[config.mk]
export PLATFORM = sky130hd
export DESIGN_NAME = dma_chan_status_irq
export DESIGN_NICKNAME = d
export VERILOG_FILES = /design/src/rtl/dma_csr_pkg.sv /design/src/rtl/dma_ch_csr.sv /design/src/rtl/dma_irq_combine.sv /design/src/rtl/dma_reg_port.sv /design/src/rtl/dma_chan_status_irq.sv
export SDC_FILE = /design/constraint.sdc
export NUM_CORES = 1
export LEC_CHECK = 0
export BUFFER_PORTS_ARGS = -buffer_cell sky130_fd_sc_hd__buf_2
export CORE_ASPECT_RATIO = 0.6
export CORE_UTILIZATION = 49
export CTS_CLUSTER_DIAMETER = 60
export DETAILED_ROUTE_END_ITERATION = 10
export PLACE_DENSITY = 0.78
export SYNTH_ARGS = -nofsm -noshare
export SYNTH_HDL_FRONTEND = slang
export SYNTH_HIERARCHICAL = 1
export SYNTH_SLANG_ARGS = --single-unit
[constraint.sdc]
create_clock -name clk -period 1.8 [get_ports clk]
set_clock_uncertainty 0.05 [all_clocks]
set_input_delay 0.09 -clock clk [delete_from_list [all_inputs] [get_ports clk]]
set_output_delay 0.09 -clock clk [all_outputs]
set_load 0.02 [all_outputs]
[src/rtl/dma_csr_pkg.sv]
package dma_csr_pkg;
  localparam int unsigned WORD_W      = 32;
  // channel word bit positions (software decodes these)
  localparam int unsigned B_RUN       = 31;
  localparam int unsigned B_NODESC    = 30;
  localparam int unsigned B_STOP_EN   = 29;
  localparam int unsigned B_START_EN  = 22;
  localparam int unsigned B_END_EN    = 21;
  localparam int unsigned B_REQ       = 8;
  localparam int unsigned B_STOP_ST   = 3;
  localparam int unsigned B_END_F     = 2;
  localparam int unsigned B_START_F   = 1;
  localparam int unsigned B_ERR_F     = 0;
  localparam int unsigned SUM_OFFSET  = 32'h0000_00F0;
endpackage

[src/rtl/dma_ch_csr.sv]
module dma_ch_csr
  import dma_csr_pkg::*;
(
  input  logic              clk,
  input  logic              rst,
  input  logic              wr_hit,
  input  logic [WORD_W-1:0] wdata,
  input  logic              ev_start,
  input  logic              ev_end,
  input  logic              ev_err,
  input  logic              ev_stop,
  input  logic              idle,
  input  logic              req,
  output logic [WORD_W-1:0] word,
  output logic              run,
  output logic              nodesc,
  output logic              pend
);
  logic       stop_en, start_en, end_en;
  logic [2:0] flags, flags_nxt, ev_vec;
  logic       stop_st;

  assign ev_vec = {ev_end, ev_start, ev_err};

  always_comb begin
    flags_nxt = flags;
    if (wr_hit) flags_nxt = flags & ~wdata[B_END_F:B_ERR_F];
    flags_nxt = flags_nxt | ev_vec;
  end

  always_ff @(posedge clk) begin
    if (rst) begin
      run      <= 1'b0;
      nodesc   <= 1'b0;
      stop_en  <= 1'b0;
      start_en <= 1'b0;
      end_en   <= 1'b0;
      flags    <= '0;
    end else begin
      if (wr_hit) begin
        run      <= wdata[B_RUN];
        nodesc   <= wdata[B_NODESC];
        stop_en  <= wdata[B_STOP_EN];
        start_en <= wdata[B_START_EN];
        end_en   <= wdata[B_END_EN];
      end
      if (ev_stop) run <= 1'b0;
      flags <= flags_nxt;
    end
  end

  assign stop_st = ~run & idle;

  always_comb begin
    word             = '0;
    word[B_RUN]      = run;
    word[B_NODESC]   = nodesc;
    word[B_STOP_EN]  = stop_en;
    word[B_START_EN] = start_en;
    word[B_END_EN]   = end_en;
    word[B_REQ]      = req;
    word[B_STOP_ST]  = stop_st;
    word[B_END_F:B_ERR_F] = flags;
  end

  assign pend = flags[0] | (flags[1] & start_en) | (flags[2] & end_en)
              | (stop_st & stop_en);

  logic unused_wbits;
  assign unused_wbits = ^{wdata[28:23], wdata[20:3]};


  err_set_chk: assert property (@(posedge clk) disable iff (rst)
    ev_err |=> word[B_ERR_F]);

  end_clear_chk: assert property (@(posedge clk) disable iff (rst)
    (wr_hit && wdata[B_END_F] && !ev_end) |=> !word[B_END_F]);

  end_keep_chk: assert property (@(posedge clk) disable iff (rst)
    ev_end |=> word[B_END_F]);

  stop_clears_run_chk: assert property (@(posedge clk) disable iff (rst)
    ev_stop |=> !run);
endmodule

[src/rtl/dma_irq_combine.sv]
module dma_irq_combine #(
  parameter int unsigned NUM_CH = 32
) (
  input  logic              clk,
  input  logic              rst,
  input  logic [NUM_CH-1:0] pend,
  output logic              irq
);
  always_ff @(posedge clk) begin
    if (rst) irq <= 1'b0;
    else     irq <= |pend;
  end


  irq_rise_chk: assert property (@(posedge clk) disable iff (rst)
    $rose(irq) |-> $past(|pend));

  irq_drop_chk: assert property (@(posedge clk) disable iff (rst)
    (pend == '0) |=> !irq);
endmodule

[src/rtl/dma_reg_port.sv]
module dma_reg_port
  import dma_csr_pkg::*;
#(
  parameter int unsigned NUM_CH = 32,
  parameter int unsigned ADDR_W = 8
) (
  input  logic                          clk,
  input  logic                          rst,
  input  logic                          wr,
  input  logic                          rd,
  input  logic [ADDR_W-1:0]             addr,
  input  logic [NUM_CH-1:0][WORD_W-1:0] ch_words,
  input  logic [NUM_CH-1:0]             summary,
  output logic [NUM_CH-1:0]             wr_hit,
  output logic [WORD_W-1:0]             rdata
);
  localparam int unsigned WIDX_W   = ADDR_W - 2;
  localparam int unsigned CH_W     = (NUM_CH > 1) ? $clog2(NUM_CH) : 1;
  localparam int unsigned SUM_WIDX = SUM_OFFSET / 4;

  logic [WIDX_W-1:0] widx;
  logic              aligned, is_ch, is_sum;
  logic [CH_W-1:0]   ch_sel;

  assign widx    = addr[ADDR_W-1:2];
  assign aligned = (addr[1:0] == 2'b00);
  assign is_ch   = aligned && (32'(widx) < NUM_CH);
  assign is_sum  = aligned && (32'(widx) == SUM_WIDX);
  assign ch_sel  = widx[CH_W-1:0];

  genvar gi;
  generate
    for (gi = 0; gi < NUM_CH; gi++) begin : g_hit
      assign wr_hit[gi] = wr && aligned && (widx == WIDX_W'(gi));
    end
  endgenerate

  always_ff @(posedge clk) begin
    if (rst) begin
      rdata <= '0;
    end else if (rd) begin
      if (is_ch)       rdata <= ch_words[ch_sel];
      else if (is_sum) rdata <= WORD_W'(summary);
      else             rdata <= '0;
    end
  end


  unmapped_zero_chk: assert property (@(posedge clk) disable iff (rst)
    (rd && !is_ch && !is_sum) |=> (rdata == '0));
endmodule

[src/rtl/dma_chan_status_irq.sv]
module dma_chan_status_irq
  import dma_csr_pkg::*;
#(
  parameter int unsigned NUM_CH = 32,
  parameter int unsigned ADDR_W = 8
) (
  input  logic              clk,
  input  logic              rst,
  input  logic              reg_wr,
  input  logic              reg_rd,
  input  logic [ADDR_W-1:0] reg_addr,
  input  logic [31:0]       reg_wdata,
  output logic [31:0]       reg_rdata,
  input  logic [NUM_CH-1:0] ev_start,
  input  logic [NUM_CH-1:0] ev_end,
  input  logic [NUM_CH-1:0] ev_buserr,
  input  logic [NUM_CH-1:0] ev_stop,
  input  logic [NUM_CH-1:0] eng_idle,
  input  logic [NUM_CH-1:0] req_pend,
  output logic [NUM_CH-1:0] ch_run,
  output logic [NUM_CH-1:0] ch_nodesc,
  output logic              irq
);
  logic [NUM_CH-1:0][WORD_W-1:0] ch_words;
  logic [NUM_CH-1:0]             pend;
  logic [NUM_CH-1:0]             wr_hit;

  dma_reg_port #(.NUM_CH(NUM_CH), .ADDR_W(ADDR_W)) u_port (
    .clk      (clk),
    .rst      (rst),
    .wr       (reg_wr),
    .rd       (reg_rd),
    .addr     (reg_addr),
    .ch_words (ch_words),
    .summary  (pend),
    .wr_hit   (wr_hit),
    .rdata    (reg_rdata)
  );

  genvar gi;
  generate
    for (gi = 0; gi < NUM_CH; gi++) begin : g_ch
      dma_ch_csr u_ch (
        .clk      (clk),
        .rst      (rst),
        .wr_hit   (wr_hit[gi]),
        .wdata    (reg_wdata),
        .ev_start (ev_start[gi]),
        .ev_end   (ev_end[gi]),
        .ev_err   (ev_buserr[gi]),
        .ev_stop  (ev_stop[gi]),
        .idle     (eng_idle[gi]),
        .req      (req_pend[gi]),
        .word     (ch_words[gi]),
        .run      (ch_run[gi]),
        .nodesc   (ch_nodesc[gi]),
        .pend     (pend[gi])
      );
    end
  endgenerate

  dma_irq_combine #(.NUM_CH(NUM_CH)) u_irq (
    .clk  (clk),
    .rst  (rst),
    .pend (pend),
    .irq  (irq)
  );


  buserr_pending_chk: assert property (@(posedge clk) disable iff (rst)
    (|ev_buserr) |=> (|pend));
endmodule

==> results of run 1 <==
cells by family after synthesis:
| logic type | Yosys count |
|---|---|
| other | 32 |
| multiplexers | 544 |
| flip-flops | 289 |
| buffers and inverters | 1083 |
| AND/OR/NAND/NOR | 294 |
| AO/OA/AOI/OAI | 449 |
state kept, by name, indices dropped and copies added (netlist names):
register / flops
g_ch.u_ch/end_en: 32
g_ch.u_ch/flags: 96
g_ch.u_ch/nodesc: 32
g_ch.u_ch/run: 32
g_ch.u_ch/start_en: 32
g_ch.u_ch/stop_en: 32
u_irq/irq: 1
u_port/rdata: 32
per-layer routing:
layer / part of all wire / GRT usage / vias up / routed length (um)
li1: - / - / 8853 / -
met5: 0 / 0.00345 / - / 0
met3: 0.12 / 0.0847 / 247 / 9670
met1: 0.40 / 0.361 / 9925 / 31700
met2: 0.44 / 0.415 / 1221 / 34900
met4: 0.038 / 0.0866 / 0 / 2990
metrics by stage:
step	setup slack, ns	cell area (um2)	util	hold slack (ns)	std cells
global route	-0.194	29100	0.533	0.0584	3747
CTS	-0.122	29000	0.532	0.0425	3747
detailed placement	-0.339	26700	0.490	0.203	3573
finish	-0.183	29100	0.533	0.0651	3748
global placement	-0.321	26700	0.490	0.202	3573
floorplan	0.00197	29700	-	0.102	3363
area by class of cell:
type	count	area, um2	share of cell area
antenna	1	2.50	0.0000861
multi-input combinational	1991	16300	0.560
tap	714	893	0.0307
timing repair buffer	704	5230	0.180
clock inverter	8	80.1	0.00275
clock buffer	39	771	0.0265
sequential	289	5820	0.200
inverter	2	7.51	0.000258
worst reg2reg max path, delay by kind of cell (launching register included):
family / cells / cell delay [ns]
simple gates: 2 / 0.58
buf+inv: 1 / 0.18
compound gates: 3 / 0.70
flops: 1 / 0.33
power by group:
group	internal (mW)	switching [mW]	total [mW]	leakage [nW]
clock	3.12	2.76	5.88	0.408
combinational	2.06	1.93	3.99	9.94
sequential	6.56	0.164	6.73	2.37
path summary, 6_finish.rpt:
kind	to	depth (start not counted)
min	g_ch[10].u_ch/stop_en	3
min reg2reg	g_ch[14].u_ch/nodesc	2
max reg2reg	u_irq/irq	6
max	u_irq/irq	6
timing repair:
action                                 in CTS  in global routing
gates resized for setup                    27                 22
setup endpoints to repair                   9                 10
setup buffers                               0                  1
endpoints found under the hold margin     131                  0
pin swaps                                   4                  5
hold buffers                              129                  0
cell usage in the layout (no fill, tap or decap), drive strengths merged, types with 3 or more instances in the layout:
cell,instances
nor2,160
inv,3
mux4,192
a31oi,32
and3,3
nor3,32
clkinvlp,3
nor4,9
a221o,32
dlygate4sd3,129
a221oi,64
mux2i,288
nor2b,66
dfxtp,289
a21o,32
o32ai,32
nand2,9
nand3,3
o21ba,96
buf,574
mux2,64
and2,3
o221ai,64
clkinv,3
conb,704
clkbuf,40
a21boi,96
==> summary.md, run 1 <==
| Metric | Value |
|---|---|
| H-tree depth | 1 |
| Area contributors post-synth | buf_4 27%, dfxtp_1 21%, mux4_2 16% |
| Worst Hold Launch | reg_wdata[29] |
| First-pass GRT wire length | 117000 um |
| GPL Wtd Cong | 1.08 |
| Post-synth EDFFs | 0 |
| Cells after synthesis | 2691 |
| Worst setup SP type | flip-flop |
| Status | finished, violations left |
| XOR/XNOR Fraction of Synth Area | 0 |
| Share of cells above drive strength 1 | 0.355 |
| Mux contribution to synthesized area | 0.292 |
| RSZ-0062 raised after global routing | yes |
| Prevailing post-synth register cell | dfxtp_1 |
| Routed length per instance | 21.1 um |
| Final Hold Fails | 0 |
| Lkg Pwr | 12.7 nW |
| Post-Syn Area | 27200 um2 |
| Vias post-DR | 20200 |
| Worst setup path class | flip-flop to flip-flop |
| Main combinational cell family by area after synthesis | multiplexers |
| Failing checks | negative setup slack |
| 1st-iter DRT viols | 2450 |
| Cts bufs inserted | 26 |
| Pin count of the biggest net entering global routing | 117 |
| Initial antenna violation count | 2 |
| IO Port Bufs | 308 |
| CTS tree | done |
| Worst-Skew Late Latency | 0.56 ns |
| Max Cap Viol | 0 |
| Max VDD drop | 716 uV |
| Register area share after synthesis | 0.213 |
| Synth top area share | 0.268 |
| Die Ht | 184 um |
| Die extent in x | 306 um |
| Crit-path max cell delay | 0.39 ns |
| Core Box Area | 54500 um2 |
| Row count | 66 |
| Synth Area in Compound Gates | 0.146 |
| Vias per cell | 5.40 |
| Root buf cell | clkbuf_16 |
| Ys async rst share | 0 |
| Final period util | 1.10 |
| Post-synthesis adder-cell area fraction | 0 |
| DR pass1 iterations | 6 |
| Crit path time final | 1.98 ns |
| Die ar. | 56400 um2 |
| Gr ovfl total | 0 |
| Post-Synth Simple-Gate Area | 0.0570 |
| DRC viols | 0 |
| Setup crit start | g_ch[1].u_ch/start_en |
| Tot GR Track Use | 0.271 |
| Hpwl dp | 56800 um |
| Cell Pwr Density | 571 nW/um2 |
| Crit path buffers/inverters | 1 |
| Starting density of the core | 0.499 |
| Routed WL | 79300 um |
| Total power | 16.6 mW |
| Reg2reg setup slack | -0.18 ns |
| Ports | 333 |
| FF+latch count, synth | 289 |
| Fillcell total | 4743 |
| Routed Antenna Nets | 0 |
| Clock transition at path regs | 0.08 ns |
| Worst r2r src | g_ch[1].u_ch/start_en |
| Hold Crit Class | input pin to flip-flop |
| Cell taking the most area after synthesis | buf_4 |
| Required time of the critical path | 2.16 ns |
| Cell family with most CP delay | compound AO/OA/AOI/OAI gates |
| Setup TNS | -0.466 ns |
| Vias in the first global route | 19400 |
| Clock Sinks | 289 |
| Worst Path Arrival | 2.34 ns |
| Critical-path cell list | a221o_1 > a21o_1 > nor4_4 > buf_4 > and4_4 > a21oi_4 |
| Slew headroom | 0.497 |
| Most frequent cell after synthesis | buf_4 |
| Crit end category | flip-flop |
| Syn. warnings | 6 |
| Crit-path max FO | 2 |
| Worst slew pin tran | 0.753 ns |
| Final setup violating endpoints | 7 |
| Max clock buf depth | 3 |
| # nets final | 3250 |
| Final-report max-slew violation count | 0 |
| Post-synth top cells | 972 x buf_4, 289 x dfxtp_1, 288 x mux2i_1 |
| Area Overhead vs Synth | 6.98% |
| Slowest-stage cell, CP | a221o_1 |
| Distinct cells, synth | 39 |
| Final worst slack | -0.183 ns |
| Fmax | 504 MHz |
| Syn_area_per_cell | 10.1 um2 |
(Power assumes the default switching activity.)
==> run 2, diff against run 1 <==
CORE_MARGIN = 10   (was default)
==> summary.md, run 2 (same netlist as run 1, synthesis figures left out) <==
| Metric | Value |
|---|---|
| Die extent in x | 324 um (was 306 um) |
| Worst slew pin tran | 0.729 ns (was 0.753 ns) |
| Vias in the first global route | 20000 (was 19400) |
| Max clock buf depth | 3 (unchanged) |
| Routed Antenna Nets | 0 (unchanged) |
| Final Hold Fails | 0 (unchanged) |
| Starting density of the core | 0.499 (unchanged) |
| Hpwl dp | 61200 um (was 56800 um) |
| Tot GR Track Use | 0.244 (was 0.271) |
| CTS tree | done (unchanged) |
| Pin count of the biggest net entering global routing | 114 (was 117) |
| Root buf cell | clkbuf_16 (unchanged) |
| Fmax | 517 MHz (was 504 MHz) |
| Reg2reg setup slack | -0.13 ns (was -0.18 ns) |
| Row count | 66 (unchanged) |
| Die Ht | 202 um (was 184 um) |
| Routed length per instance | 22.1 um (was 21.1 um) |
| Max VDD drop | 658 uV (was 716 uV) |
| Final setup violating endpoints | 4 (was 7) |
| Share of cells above drive strength 1 | 0.367 (was 0.355) |
| Max Cap Viol | 0 (unchanged) |
| Status | finished, violations left (unchanged) |
| Worst-Skew Late Latency | 0.57 ns (was 0.56 ns) |
| H-tree depth | 1 (unchanged) |
| IO Port Bufs | 308 (unchanged) |
| Final period util | 1.07 (was 1.10) |
| DRC viols | 0 (unchanged) |
| Worst setup path class | flip-flop to flip-flop (unchanged) |
| Crit end category | flip-flop (unchanged) |
| Most common cell after layout, fill and taps aside | conb_1 (unchanged) |
| Worst setup SP type | flip-flop (unchanged) |
| Fin cells | 3790 (was 3748) |
| Clock transition at path regs | 0.08 ns (about the same) |
| Hold Crit Class | input pin to flip-flop (unchanged) |
| Core Box Area | 54500 um2 (unchanged) |
| Vias post-DR | 20400 (was 20200) |
| Cts bufs inserted | 26 (unchanged) |
| Total power | 16.9 mW (was 16.6 mW) |
| Required time of the critical path | 2.18 ns (was 2.16 ns) |
| Clock Sinks | 289 (unchanged) |
| Commonest cells after routing, fill and taps aside | 704 x conb_1, 304 x buf_2, 288 x mux2i_1, 283 x buf_4, 268 x dfxtp_1 (was 704 x conb_1, 304 x buf_2, 288 x mux2i_1, 265 x dfxtp_1, 234 x buf_4) |
| Crit path time final | 1.93 ns (was 1.98 ns) |
| Largest Register | g_ch.u_ch/flags (unchanged) |
| Failing checks | negative setup slack (unchanged) |
| Final-report max-slew violation count | 0 (unchanged) |
| First-pass GRT wire length | 124000 um (was 117000 um) |
| # nets final | 3291 (was 3250) |
| Worst Path Arrival | 2.31 ns (was 2.34 ns) |
| Vias per cell | 5.39 (was 5.40) |
| RSZ-0062 raised after global routing | yes (unchanged) |
| Dpl cells | 3613 (was 3573) |
| Die ar. | 65600 um2 (was 56400 um2) |
| Ports | 333 (unchanged) |
| Lkg Pwr | 12.9 nW (was 12.7 nW) |
| DR pass1 iterations | 5 (was 6) |
| 1st-iter DRT viols | 2604 (was 2450) |
| Initial antenna violation count | 2 (unchanged) |
| Cell Pwr Density | 575 nW/um2 (was 571 nW/um2) |
| Gr ovfl total | 0 (unchanged) |
| Routed WL | 83900 um (was 79300 um) |
| Largest register FFs | 96 (unchanged) |
| Final worst slack | -0.135 ns (was -0.183 ns) |
| GPL Wtd Cong | 0.999 (was 1.08) |
| Crit-path max FO | 2 (unchanged) |
| Area Overhead vs Synth | 8.18% (was 6.98%) |
| Slew headroom | 0.514 (was 0.497) |
-- run 2: changes by cell type in the layout (fill, tap and decap cells not counted), moves of 3 or more --
cell,previous run,this run
buf_4,234,283
buf_12,27,23
dfxtp_1,265,268
buf_6,7,4
dfxtp_2,23,19
a221oi_2,7,11
a221oi_1,54,50
-- run 2: stage by stage --
stage	utilization	setup TNS, ns	setup WS (ns)	cell area, um2	hold WS (ns)
2_1_floorplan	-	0	0.00197	29700	0.102
3_3_place_gp	0.495	-40.09	-0.336	27000	0.201
3_5_place_dp	0.495	-50.39	-0.352	27000	0.201
4_1_cts	0.537	-0.0421	-0.0397	29300	0.0304
5_1_grt	0.539	-0.402	-0.169	29400	0.0625
6_report	0.539	-0.249	-0.135	29400	0.0477
-- run 2: routing by layer --
metal | part of all wire | vias to the layer above | global-route usage
met2 | 0.43 | 1249 | 0.366
met5 | 0.00048 | - | 0
met1 | 0.41 | 10100 | 0.340
met4 | 0.023 | 2 | 0.0469
li1 | - | 8939 | -
met3 | 0.13 | 183 | 0.0767
-- run 2: worst paths after layout --
kind	cells past startpoint	start	to
worst min-delay path	4	reg_rd	u_port/rdata[15]
worst max-delay path	6	g_ch[7].u_ch/start_en	u_irq/irq
worst max register to register	6	g_ch[7].u_ch/start_en	u_irq/irq
worst min register to register	2	g_ch[25].u_ch/start_en	g_ch[25].u_ch/start_en
-- run 2: area by class of cell --
cell class,count,area (um2)
Clock inverter,12,144
Tap cell,714,893
Sequential cell,289,5820
Fill cell,4610,25100
Multi-Input combinational cell,1991,16300
Inverter,2,7.51
Antenna cell,1,2.50
Timing Repair Buffer,745,5480
Clock buffer,36,749
-- run 2: timing repair --
item | 4_1_cts | 5_1_grt
hold buffers | 128 | 0
endpoints found under the hold margin | 128 | 0
setup endpoints to repair | 5 | 10
resized for setup | 32 | 22
buffers inserted | 2 | 2
pin swaps | 10 | 12
-- run 2: worst max-delay path: stages (launching register included) --
cell,delay (ns)
dfxtp_2,0.34
buf_6,0.11
a221o_1,0.41
a21o_4,0.27
nor4_4,0.32
and4_1,0.23
a21oi_1,0.07
-- run 2: where the power goes --
group	leakage, nW	internal, mW	switching, mW
clock	0.428	3.25	2.89
sequential	2.37	6.56	0.152
combinational	10.1	2.07	1.98
